**config.mk**
```make
export PLATFORM = sky130hd
export DESIGN_NAME = strip_trig_pipe
export DESIGN_NICKNAME = d
export VERILOG_FILES = /design/src/rtl/strip_trig_pkg.sv /design/src/rtl/strip_lin_chan.sv /design/src/rtl/strip_fir.sv /design/src/rtl/strip_peak.sv /design/src/rtl/strip_trig_pipe.sv
export SDC_FILE = /design/constraint.sdc
export NUM_CORES = 2
export LEC_CHECK = 0
export ABC_CLOCK_PERIOD_IN_PS = 8500
export BUFFER_PORTS_ARGS = -buffer_cell sky130_fd_sc_hd__buf_2
export CORE_ASPECT_RATIO = 1.75
export CORE_MARGIN = 5
export CORE_UTILIZATION = 55
export CTS_CLUSTER_DIAMETER = 120
export DETAILED_ROUTE_END_ITERATION = 12
export PLACE_DENSITY = 0.76
export SLEW_MARGIN = 20
export SYNTH_ARGS = -nofsm -noshare
export SYNTH_HDL_FRONTEND = slang
export SYNTH_SLANG_ARGS = --single-unit
```
**constraint.sdc**
```tcl
create_clock -name clk -period 8.5 [get_ports clk]
set_input_delay 0.85 -clock clk [delete_from_list [all_inputs] [get_ports clk]]
set_output_delay 0.85 -clock clk [all_outputs]
set_load 0.005 [all_outputs]
```
**src/rtl/strip_trig_pkg.sv**
```systemverilog
package strip_trig_pkg;
  localparam int ADC_W  = 12;
  localparam int GAIN_W = 2;
  localparam int NGAIN  = 1 << GAIN_W;
  localparam int LIN_W  = 18;
  localparam int MUL_W  = 12;
  localparam int SHF_W  = 4;
  localparam int COEF_W = 8;
  localparam int CFG_AW = 4;
  localparam int CFG_DW = MUL_W + SHF_W;
  localparam int PROD_W = ADC_W + MUL_W;

  typedef logic [LIN_W-1:0] lin_t;
  localparam lin_t LIN_MAX = '1;

  // Gain-ranged sample to common energy scale, saturating.
  function automatic lin_t lin_calc(input logic [ADC_W-1:0] adc,
                                    input logic [MUL_W-1:0] mul,
                                    input logic [SHF_W-1:0] sh);
    logic [PROD_W-1:0] prod;
    prod = ({{MUL_W{1'b0}}, adc} * {{ADC_W{1'b0}}, mul}) >> sh;
    if (prod > PROD_W'(LIN_MAX)) return LIN_MAX;
    return prod[LIN_W-1:0];
  endfunction

  // Fine-grain decision: one crystal dominates a fraction of the strip.
  function automatic logic fg_calc(input logic [31:0] mx,
                                   input logic [31:0] sm,
                                   input logic [SHF_W-1:0] sh);
    return mx > (sm >> sh);
  endfunction
endpackage

```
**src/rtl/strip_lin_chan.sv**
```systemverilog
module strip_lin_chan
  import strip_trig_pkg::*;
(
  input  logic             clk,
  input  logic             rst_n,
  input  logic [ADC_W-1:0] adc,
  input  logic [MUL_W-1:0] mul,
  input  logic [SHF_W-1:0] shf,
  output lin_t             lin_q
);
  always_ff @(posedge clk or negedge rst_n) begin
    if (!rst_n) lin_q <= '0;
    else        lin_q <= lin_calc(adc, mul, shf);
  end
endmodule

```
**src/rtl/strip_fir.sv**
```systemverilog
module strip_fir
  import strip_trig_pkg::*;
#(
  parameter int NTAP   = 5,
  parameter int SUM_W  = 21,
  parameter int ACC_W  = 33,
  parameter int FILT_W = ACC_W - 1
) (
  input  logic                     clk,
  input  logic                     rst_n,
  input  logic [SUM_W-1:0]         sum_in,
  input  logic                     fg_in,
  input  logic [NTAP*COEF_W-1:0]   tap_flat,
  output logic [FILT_W-1:0]        filt_q,
  output logic                     fg_q
);
  logic [SUM_W-1:0]         dl [NTAP];
  logic signed [COEF_W-1:0] w_s [NTAP];
  logic signed [ACC_W-1:0]  acc;
  logic                     fg_dl;
  logic                     acc_neg;

  for (genvar g = 0; g < NTAP; g++) begin : g_wt
    assign w_s[g] = tap_flat[g*COEF_W +: COEF_W];
  end

  always_comb begin
    acc = '0;
    for (int k = 0; k < NTAP; k++)
      acc = acc + (ACC_W'(w_s[k]) * ACC_W'(signed'({1'b0, dl[k]})));
  end

  assign acc_neg = acc[ACC_W-1];

  always_ff @(posedge clk or negedge rst_n) begin
    if (!rst_n) begin
      for (int k = 0; k < NTAP; k++) dl[k] <= '0;
      fg_dl  <= 1'b0;
      filt_q <= '0;
      fg_q   <= 1'b0;
    end else begin
      dl[0] <= sum_in;
      for (int k = 1; k < NTAP; k++) dl[k] <= dl[k-1];
      fg_dl  <= fg_in;
      filt_q <= acc_neg ? '0 : acc[FILT_W-1:0];
      fg_q   <= fg_dl;
    end
  end
endmodule

```
**src/rtl/strip_peak.sv**
```systemverilog
module strip_peak
  import strip_trig_pkg::*;
#(
  parameter int FILT_W = 32
) (
  input  logic              clk,
  input  logic              rst_n,
  input  logic [FILT_W-1:0] filt_in,
  input  logic              fg_in,
  input  logic              arm,
  output logic              peak_hit,
  output logic              trig_valid,
  output lin_t              trig_energy,
  output logic              trig_fg
);
  logic [FILT_W-1:0] f_mid, f_old;
  logic              fg_mid;
  lin_t              e_sat;

  assign peak_hit = arm && (f_mid > f_old) && (f_mid >= filt_in);
  assign e_sat    = (f_mid > FILT_W'(LIN_MAX)) ? LIN_MAX : f_mid[LIN_W-1:0];

  always_ff @(posedge clk or negedge rst_n) begin
    if (!rst_n) begin
      f_mid       <= '0;
      f_old       <= '0;
      fg_mid      <= 1'b0;
      trig_valid  <= 1'b0;
      trig_energy <= '0;
      trig_fg     <= 1'b0;
    end else begin
      f_mid       <= filt_in;
      f_old       <= f_mid;
      fg_mid      <= fg_in;
      trig_valid  <= peak_hit;
      trig_energy <= peak_hit ? e_sat : '0;
      trig_fg     <= peak_hit & fg_mid;
    end
  end
endmodule

```
**src/rtl/strip_trig_pipe.sv**
```systemverilog
module strip_trig_pipe
  import strip_trig_pkg::*;
#(
  parameter int NCH  = 5,
  parameter int NTAP = 5
) (
  input  logic                  clk,
  input  logic                  rst_n,
  input  logic [NCH*ADC_W-1:0]  adc_in,
  input  logic [NCH*GAIN_W-1:0] gain_in,
  input  logic                  cfg_we,
  input  logic [CFG_AW-1:0]     cfg_addr,
  input  logic [CFG_DW-1:0]     cfg_wdata,
  output logic                  trig_valid,
  output logic [LIN_W-1:0]      trig_energy,
  output logic                  trig_fg
);
  localparam int SUM_W    = LIN_W + $clog2(NCH);
  localparam int ACC_W    = SUM_W + COEF_W + $clog2(NTAP) + 1;
  localparam int FILT_W   = ACC_W - 1;
  localparam int TAP_BASE = NGAIN;
  localparam int FG_ADDR  = NGAIN + NTAP;
  localparam int FILL_CYC = NTAP + 5;
  localparam int CNT_W    = $clog2(FILL_CYC + 1);

  // configuration state
  logic [MUL_W-1:0]         g_mul [NGAIN];
  logic [SHF_W-1:0]         g_shf [NGAIN];
  logic [NTAP*COEF_W-1:0]   tap_flat;
  logic [SHF_W-1:0]         fg_shf;

  always_ff @(posedge clk or negedge rst_n) begin
    if (!rst_n) begin
      for (int g = 0; g < NGAIN; g++) begin
        g_mul[g] <= MUL_W'(1);
        g_shf[g] <= '0;
      end
      tap_flat <= (NTAP*COEF_W)'(1);
      fg_shf   <= SHF_W'(1);
    end else if (cfg_we) begin
      for (int g = 0; g < NGAIN; g++)
        if (cfg_addr == CFG_AW'(g)) begin
          g_mul[g] <= cfg_wdata[MUL_W-1:0];
          g_shf[g] <= cfg_wdata[CFG_DW-1 -: SHF_W];
        end
      for (int k = 0; k < NTAP; k++)
        if (cfg_addr == CFG_AW'(TAP_BASE + k))
          tap_flat[k*COEF_W +: COEF_W] <= cfg_wdata[COEF_W-1:0];
      if (cfg_addr == CFG_AW'(FG_ADDR))
        fg_shf <= cfg_wdata[SHF_W-1:0];
    end
  end

  // per-channel linearization
  lin_t lin_q [NCH];
  for (genvar ch = 0; ch < NCH; ch++) begin : g_ch
    logic [GAIN_W-1:0] gsel;
    assign gsel = gain_in[ch*GAIN_W +: GAIN_W];
    strip_lin_chan u_lin (
      .clk   (clk),
      .rst_n (rst_n),
      .adc   (adc_in[ch*ADC_W +: ADC_W]),
      .mul   (g_mul[gsel]),
      .shf   (g_shf[gsel]),
      .lin_q (lin_q[ch])
    );
  end

  // strip sum and dominant crystal
  logic [SUM_W-1:0] sum_c, sum_q;
  lin_t             max_c, max_q;
  logic             fg_c;

  always_comb begin
    sum_c = '0;
    max_c = '0;
    for (int i = 0; i < NCH; i++) begin
      sum_c = sum_c + SUM_W'(lin_q[i]);
      if (lin_q[i] > max_c) max_c = lin_q[i];
    end
  end

  always_ff @(posedge clk or negedge rst_n) begin
    if (!rst_n) begin
      sum_q <= '0;
      max_q <= '0;
    end else begin
      sum_q <= sum_c;
      max_q <= max_c;
    end
  end

  assign fg_c = fg_calc(32'(max_q), 32'(sum_q), fg_shf);

  // delay-line fill gate
  logic [CNT_W-1:0] fill_cnt;
  logic             fill_done;
  assign fill_done = (fill_cnt == CNT_W'(FILL_CYC));

  always_ff @(posedge clk or negedge rst_n) begin
    if (!rst_n)          fill_cnt <= '0;
    else if (!fill_done) fill_cnt <= fill_cnt + 1'b1;
  end

  // filter and peak finder
  logic [FILT_W-1:0] filt_q;
  logic              fg_filt;
  logic              peak_hit;

  strip_fir #(.NTAP(NTAP), .SUM_W(SUM_W), .ACC_W(ACC_W), .FILT_W(FILT_W)) u_fir (
    .clk      (clk),
    .rst_n    (rst_n),
    .sum_in   (sum_q),
    .fg_in    (fg_c),
    .tap_flat (tap_flat),
    .filt_q   (filt_q),
    .fg_q     (fg_filt)
  );

  strip_peak #(.FILT_W(FILT_W)) u_peak (
    .clk         (clk),
    .rst_n       (rst_n),
    .filt_in     (filt_q),
    .fg_in       (fg_filt),
    .arm         (fill_done),
    .peak_hit    (peak_hit),
    .trig_valid  (trig_valid),
    .trig_energy (trig_energy),
    .trig_fg     (trig_fg)
  );
endmodule

```
* Word level (Yosys, flattened, before mapping) *
Index checks and enable logic that the tools add are counted.
Widths: inputs -> output; s select.

word-level totals
  register bits after elaboration = 465
  input bits = 93
  output and inout bits = 20
  logic and storage cells = 162

cells by class
  $add $sub $neg = 9
  multipliers = 10
  magnitude comparators = 19
  equal/unequal tests = 10
  shift-type cells = 6
  muxes and demuxes = 53
  bitwise gates (word level) = 6
  reduce and logical (&&, ||, !) cells = 13

operators with widths
  cell                  count
  $mux 18               17
  $mul 8x22->30         5
  $add 33x33->33        4
  $bmux 12 s2           5
  $gt 24x18->1 const B  5
  $mul 12x12->24        5
  $mux 12               10
  $shr 24x4->24         5
  $gt 18x18->1          4
  $bmux 4 s2            5
  $mux 4                10
  $ge 32x32->1          1
  $gt 18x32->1          1
  $gt 32x18->1 const B  1
  $gt 32x32->1          1
  $mux 32               1
  $shr 21x4->32         1
  $add 20x18->21        1
  $add 21x18->21        1
  $add 19x18->20        1
  $reduce_and 2->1      10
  $add 18x18->19        1
  $gt 18x1->1 const B   1
  $eq 4x3->1 const B    4
  other kinds (10)      26

* Longest topological paths before layout *
  depth in word-level cells = 10
  gate-level depth with buffers = 46
  depth with buffers taken out = 41

* Cells and area by module *
Synthesis repeated with hierarchy kept, for this count alone.

second synthesis, totals
  cells, all modules = 9095
  area, all modules = 84554.8 um^2

modules (own cells, without submodules)
  module                               times used  cells an instance  area an instance (um^2)  seq. area each (um^2)
  strip_fir                            1           3528               33233.1                  3478.3
  strip_lin_chan at g_ch[2].u_lin ...  3           839                6892.9                   450.4
  strip_trig_pipe                      1           1097               13108.8                  3786.1
  strip_lin_chan at g_ch[0].u_lin      1           817                6860.3                   450.4
  strip_lin_chan at g_ch[1].u_lin      1           777                6585.1                   450.4
  strip_peak                           1           359                4088.9                   2127.0

* Worst setup path after synthesis *
OpenSTA, ideal clock, no wires.

  kind = register to register
  start = register g_ch[0].u_lin.lin_q[17]
  end = register max_q[10]
  setup time = 0.081 ns
  arrival = 8.391 ns
  required time = 8.419 ns
  path slack = 0.028 ns
  stages on the path, launching flop included = 45
  path buffers = 6
  period minus slack after synthesis = 8.472 ns
  path through = dfrtp_1 -> inv_1 -> ha_1 -> nand4_1 -> nor4_1 -> o21ai_1 -> o211ai_1 -> a21oi_1 -> nor2_1 -> clkbuf_1 -> a21oi_1 -> ha_1 -> nand4_1 -> or4_1 -> nor2_1 -> a21oi_1 -> o21ai_1 -> clkbuf_1 -> (+9 left out) -> o21ai_0 -> a21oi_1 -> a211oi_2 -> buf_4 -> mux2_1 -> ha_1 -> nand4_1 -> nor2_1 -> nor2_1 -> nand2_1 -> a21oi_1 -> o21ai_0 -> a221o_1 -> a21oi_1 -> a21oi_1 -> buf_1 -> clkbuf_1 -> mux2i_1

on the way
  word-level cells in the longest chain between the ends = 10

ends and longest elaborated chain
  what                      RTL line               source
  start: declaration        strip_lin_chan.sv:9    output lin_t lin_q
  start signal: assignment  strip_lin_chan.sv:13   else lin_q <= lin_calc(adc, mul, shf);
  $gt 18x1->1               strip_trig_pipe.sv:79  if (lin_q[i] > max_c) max_c = lin_q[i];
  $mux 18 *                 strip_trig_pipe.sv:79
  $gt 18x18->1              strip_trig_pipe.sv:79
  $mux 18 *                 strip_trig_pipe.sv:79
  $gt 18x18->1              strip_trig_pipe.sv:79
  $mux 18 *                 strip_trig_pipe.sv:79
  $gt 18x18->1              strip_trig_pipe.sv:79
  $mux 18 *                 strip_trig_pipe.sv:79
  $gt 18x18->1              strip_trig_pipe.sv:79
  $mux 18 *                 strip_trig_pipe.sv:79
  named net max_c[10]       strip_trig_pipe.sv:71  lin_t max_c, max_q;
  end signal: assignment    strip_trig_pipe.sv:89  max_q <= max_c;
  end: declaration          strip_trig_pipe.sv:71

The timed path passes the listed nets; every way through them passes the cells marked *.
A chain may end at the register's enable or synchronous reset.

* Final worst setup path *
  start = register tap_flat[22]
  end = register u_fir.filt_q[31]

on the way
  word-level cells in the longest chain between the ends = 5

ends and longest elaborated chain
  what                              RTL line               source
  start: declaration                strip_trig_pipe.sv:29  logic [NTAP*COEF_W-1:0] tap_flat;
  start signal: assignment          strip_trig_pipe.sv:38  tap_flat <= (NTAP*COEF_W)'(1);
  start signal: indexed assignment  strip_trig_pipe.sv:48  tap_flat[k*COEF_W +: COEF_W] <= cfg_wdata[COEF_W-1:0];
  $mul 8x22->30                     strip_fir.sv:30        acc = acc + (ACC_W'(w_s[k]) * ACC_W'(signed'({1'b0, dl[k]})));
  $add 33x33->33 (3 in a row)       strip_fir.sv:30
  $mux 32                           strip_fir.sv:45        filt_q <= acc_neg ? '0 : acc[FILT_W-1:0];
  end signal: assignment            strip_fir.sv:45
  end: declaration                  strip_fir.sv:14        output logic [FILT_W-1:0] filt_q,

Every way passes these cells.

==> flow_summary_export.csv <==
group,metric,value,unit
hold_path,hold_class,"primary input to asynchronous set/reset pin",
synth,syn_avg_cell_area,9.29,µm²
synth,postSynth.asyncResetShare,100,%
worst_setup_path,cpMaxStageDelayCell,"fa_1",
cts,clock_path_buffers,3,
drt,post_drt_wl_per_cell,21.7,µm
drt,vias,64400,
drt,drt_iter0_drc,3549,
cts,cts_max_level,2,
finish,fillers,12500,
sta,hold_ws,0.317,ns
finish,fin_util,61.5,%
worst_setup_path,cp.buffers_inverters,5,
sta,maxSlewHeadroom,23.7,%
finish,final_net_count,11400,
sta,setup_viol,10,
synth,yosys_warnings,0,
synth,netlist_area,82000,µm²
floorplanning,core_area,148000,µm²
global_route,grt_pass1_wl,378,mm
worst_setup_path,r2r_end,"u_fir.filt_q[31]$_DFF_PN0_",
synth,synth_top_area_cell,"fa_1",
worst_setup_path,critPathTopFamily,"adder cells",
floorplanning,die_w,302,µm
finish,ff_latch_area,11700,µm²
sta,hold_viol_final,0,
worst_setup_path,cp_slowest_stage_delay,0.56,ns
floorplanning,design.die.area,157000,µm²
synth,synth_nets,11000,
sta,max_slew.worst_pin.slew,1.14,ns
worst_setup_path,end_kind,"flip-flop",
finish,fin_area,91200,µm²
synth,synthTopCellsByArea,"fa_1, dfrtp_1, ha_1",
synth,yosysTopAreaCellShare,29.8,%
synth,synth-seq-cells,465,
sta,rsz0062_at_grt,"yes",
synth,yosysSeqAreaShare,14.2,%
drt,antenna_left,0,
run_status,violations,"setup timing",
floorplanning,start_util,55.3,%
sta,post-route-period-util,101,%
finish,area_growth,11.3,%
sta,fin_crit,8.59,ns
global_route,grt_pass1_vias,70700,
run_status,status,"complete, but fails checks",
synth,postSynthCellCount,8826,
synth,synthDistinctLibCells,92,
floorplanning,pin_count,113,
worst_setup_path,crit_path_frequent_cell,"fa_1",
drt,drc,0,
cts,cts_buffers,51,
worst_setup_path,cp_num_cells,33,
placed_design,io_buffers,112,
placed_design,dp_hpwl,204,mm
worst_setup_path,r2r_start,"tap_flat[22]$_DFFE_PN0P_",
cts,cts_root_buf,"clkbuf_16",
global_route,track_usage,30.9,%
worst_setup_path,critPathKind,"flip-flop to flip-flop",
worst_setup_path,crit_arrival,9.13,ns
synth,synth-edff-count,0,
cts,cts_tree,"done",
worst_setup_path,required,9.03,ns
worst_setup_path,startpoint,"tap_flat[22]$_DFFE_PN0P_",
placed_design,place.gp.congestion,1.06,
drt,wirelength,244,mm
placed_design,post_dp_cell_area,87500,µm²
drt,drt_pass1_iterations,6,
cts,cts_num_sinks,465,
sta,setup_slack,-0.0938,ns
floorplanning,chipHeight,521,µm
synth,ys.flop_type,"dfrtp_1",
worst_setup_path,startpoint_type,"flip-flop",
sta,max_freq,116,MHz
worst_setup_path,path_max_fanout,15,
cts,clk_pin_slew_worst_paths,0.07,ns
global_route,antenna_found_initial,8,
cts,worstSkewPairLatency,0.66,ns
worst_setup_path,rrSetupSlack,-0.09,ns
finish,multi_input_area,64300,µm²
floorplanning,rows,187,
global_route,grt_overflow_total,0,
worst_setup_path,reg2reg_depth,33,
sta,finClkSkew,0.0470,ns
global_route,grt_start_max_net_pins,152,
drt,viasPerCell,5.74,
sta,drv_slew,0,
flow_run,maxCapViolCount,0,
finish,drive_gt1_share,13.5,%
==> cell usage after synthesis (10+ instances only) <==
| master | instances |
|---|---|
| inv_1 | 1571 |
| fa_1 | 1220 |
| nand2_1 | 877 |
| ha_1 | 864 |
| and2_1 | 827 |
| dfrtp_1 | 459 |
| a21oi_1 | 371 |
| clkbuf_1 | 312 |
| nor2_1 | 294 |
| mux2i_1 | 209 |
| o21ai_0 | 181 |
| a21o_1 | 156 |
| mux2_2 | 149 |
| xnor2_1 | 146 |
| nand2b_1 | 139 |
| xor2_1 | 113 |
| a211oi_1 | 77 |
| mux4_2 | 75 |
| o21a_1 | 69 |
| nand3_1 | 60 |
| nor3_1 | 60 |
| nor2b_1 | 52 |
| nand4_1 | 48 |
| a31oi_1 | 45 |
| a22oi_1 | 44 |
| o21bai_1 | 39 |
| and3_1 | 37 |
| o21ai_1 | 35 |
| buf_1 | 24 |
| o211ai_1 | 24 |
| or3_1 | 22 |
| a32oi_1 | 16 |
| o31ai_1 | 16 |
| or2_2 | 13 |
| mux2_1 | 11 |
| a211o_1 | 10 |
| nor4_1 | 10 |
==> worst register-to-register path: cells and delay by family, from the launching register on <==
kind                       cells  cell delay (ns)
adders and majority gates      9             4.15
AOI/OAI and AO/OA             11             1.86
and+or+nand+nor                6             1.00
buffers and inverters          5             0.59
xor gates and xnor gates       2             0.45
DFF                            1             0.44
==> layout make-up <==
class,count,share of cell area (%)
multi-input combinational,6436,70.5
sequential,465,12.8
inverter,1576,6.48
timing repair buffer,663,5.43
tap,1984,2.72
clock buffer,64,1.53
clock inverter,31,0.512
antenna,3,0.00823
==> cells by family after synthesis <==
group | synth area share (%)
multiplexers | 6.83
AO/OA/AOI/OAI | 9.22
flip-flops | 14.2
buffers and inverters | 8.85
adder cells (fa/ha/maj) | 43.0
XOR/XNOR | 2.79
AND/OR/NAND/NOR | 15.1
==> metrics by stage <==
stage / instances / TNS, ns / setup WS (ns)
floorplan: 8826 / 0 / 0.0276
global placement: 11100 / -11.16 / -0.307
detailed placement: 11100 / -12.88 / -0.376
CTS: 11200 / -0.0603 / -0.0532
global route: 11200 / -8.14 / -0.311
finish: 11200 / -0.230 / -0.0938
==> cells in the final DEF, fill, tap and decap left out, drive strengths merged, types with 210 or more instances in the layout <==
master | netlist | final
o21ai | 216 | 216
fa | 1220 | 1220
mux2i | 210 | 210
nand2 | 877 | 877
a21oi | 373 | 373
inv | 1573 | 1580
dfrtp | 459 | 459
ha | 864 | 864
buf | 37 | 662
nor2 | 295 | 295
and2 | 827 | 827
==> registers in the layout (all words and copies together) (netlist names) <==
name	flops
u_fir.filt_q	32
u_peak.trig_energy	18
g_shf	16
u_peak.f_old	32
u_fir.fg_dl	1
u_peak.f_mid	32
g_mul	48
fill_cnt	4
fg_shf	4
max_q	18
u_peak.trig_valid	1
g_ch.u_lin.lin_q	90
sum_q	21
u_peak.fg_mid	1
u_fir.dl	105
tap_flat	40
u_peak.trig_fg	1
u_fir.fg_q	1
==> metal layers <==
metal | track usage [%] | wire length, µm | up-vias
li1 | - | - | 28900
met1 | 28.1 | 73000 | 32300
met2 | 57.3 | 129000 | 2115
met3 | 4.04 | 10600 | 1068
met4 | 30.2 | 31100 | 4
met5 | 0 | 29 | -
==> worst max-delay path by stage <==
stage,slack (ns),end
2_1_floorplan,0.03,max_q[10]$_DFF_PN0_
3_3_place_gp,-0.31,u_fir.filt_q[31]$_DFF_PN0_
3_5_place_dp,-0.38,u_fir.filt_q[31]$_DFF_PN0_
4_1_cts,-0.05,u_fir.filt_q[29]$_DFF_PN0_
5_1_grt,-0.31,u_fir.filt_q[29]$_DFF_PN0_
6_report,-0.09,u_fir.filt_q[31]$_DFF_PN0_
==> what timing repair did <==
item                       CTS  global route
hold endpoints to repair     0             0
setup endpoints to repair   50            50
buffers inserted            23            35
hold buffers                 0             0
pin swaps                   45            99
resized for setup          111           206
gates cloned                 3             2
Power is not shown: default switching activity piles up to over one toggle a cycle in this logic, so the estimate is an artifact.
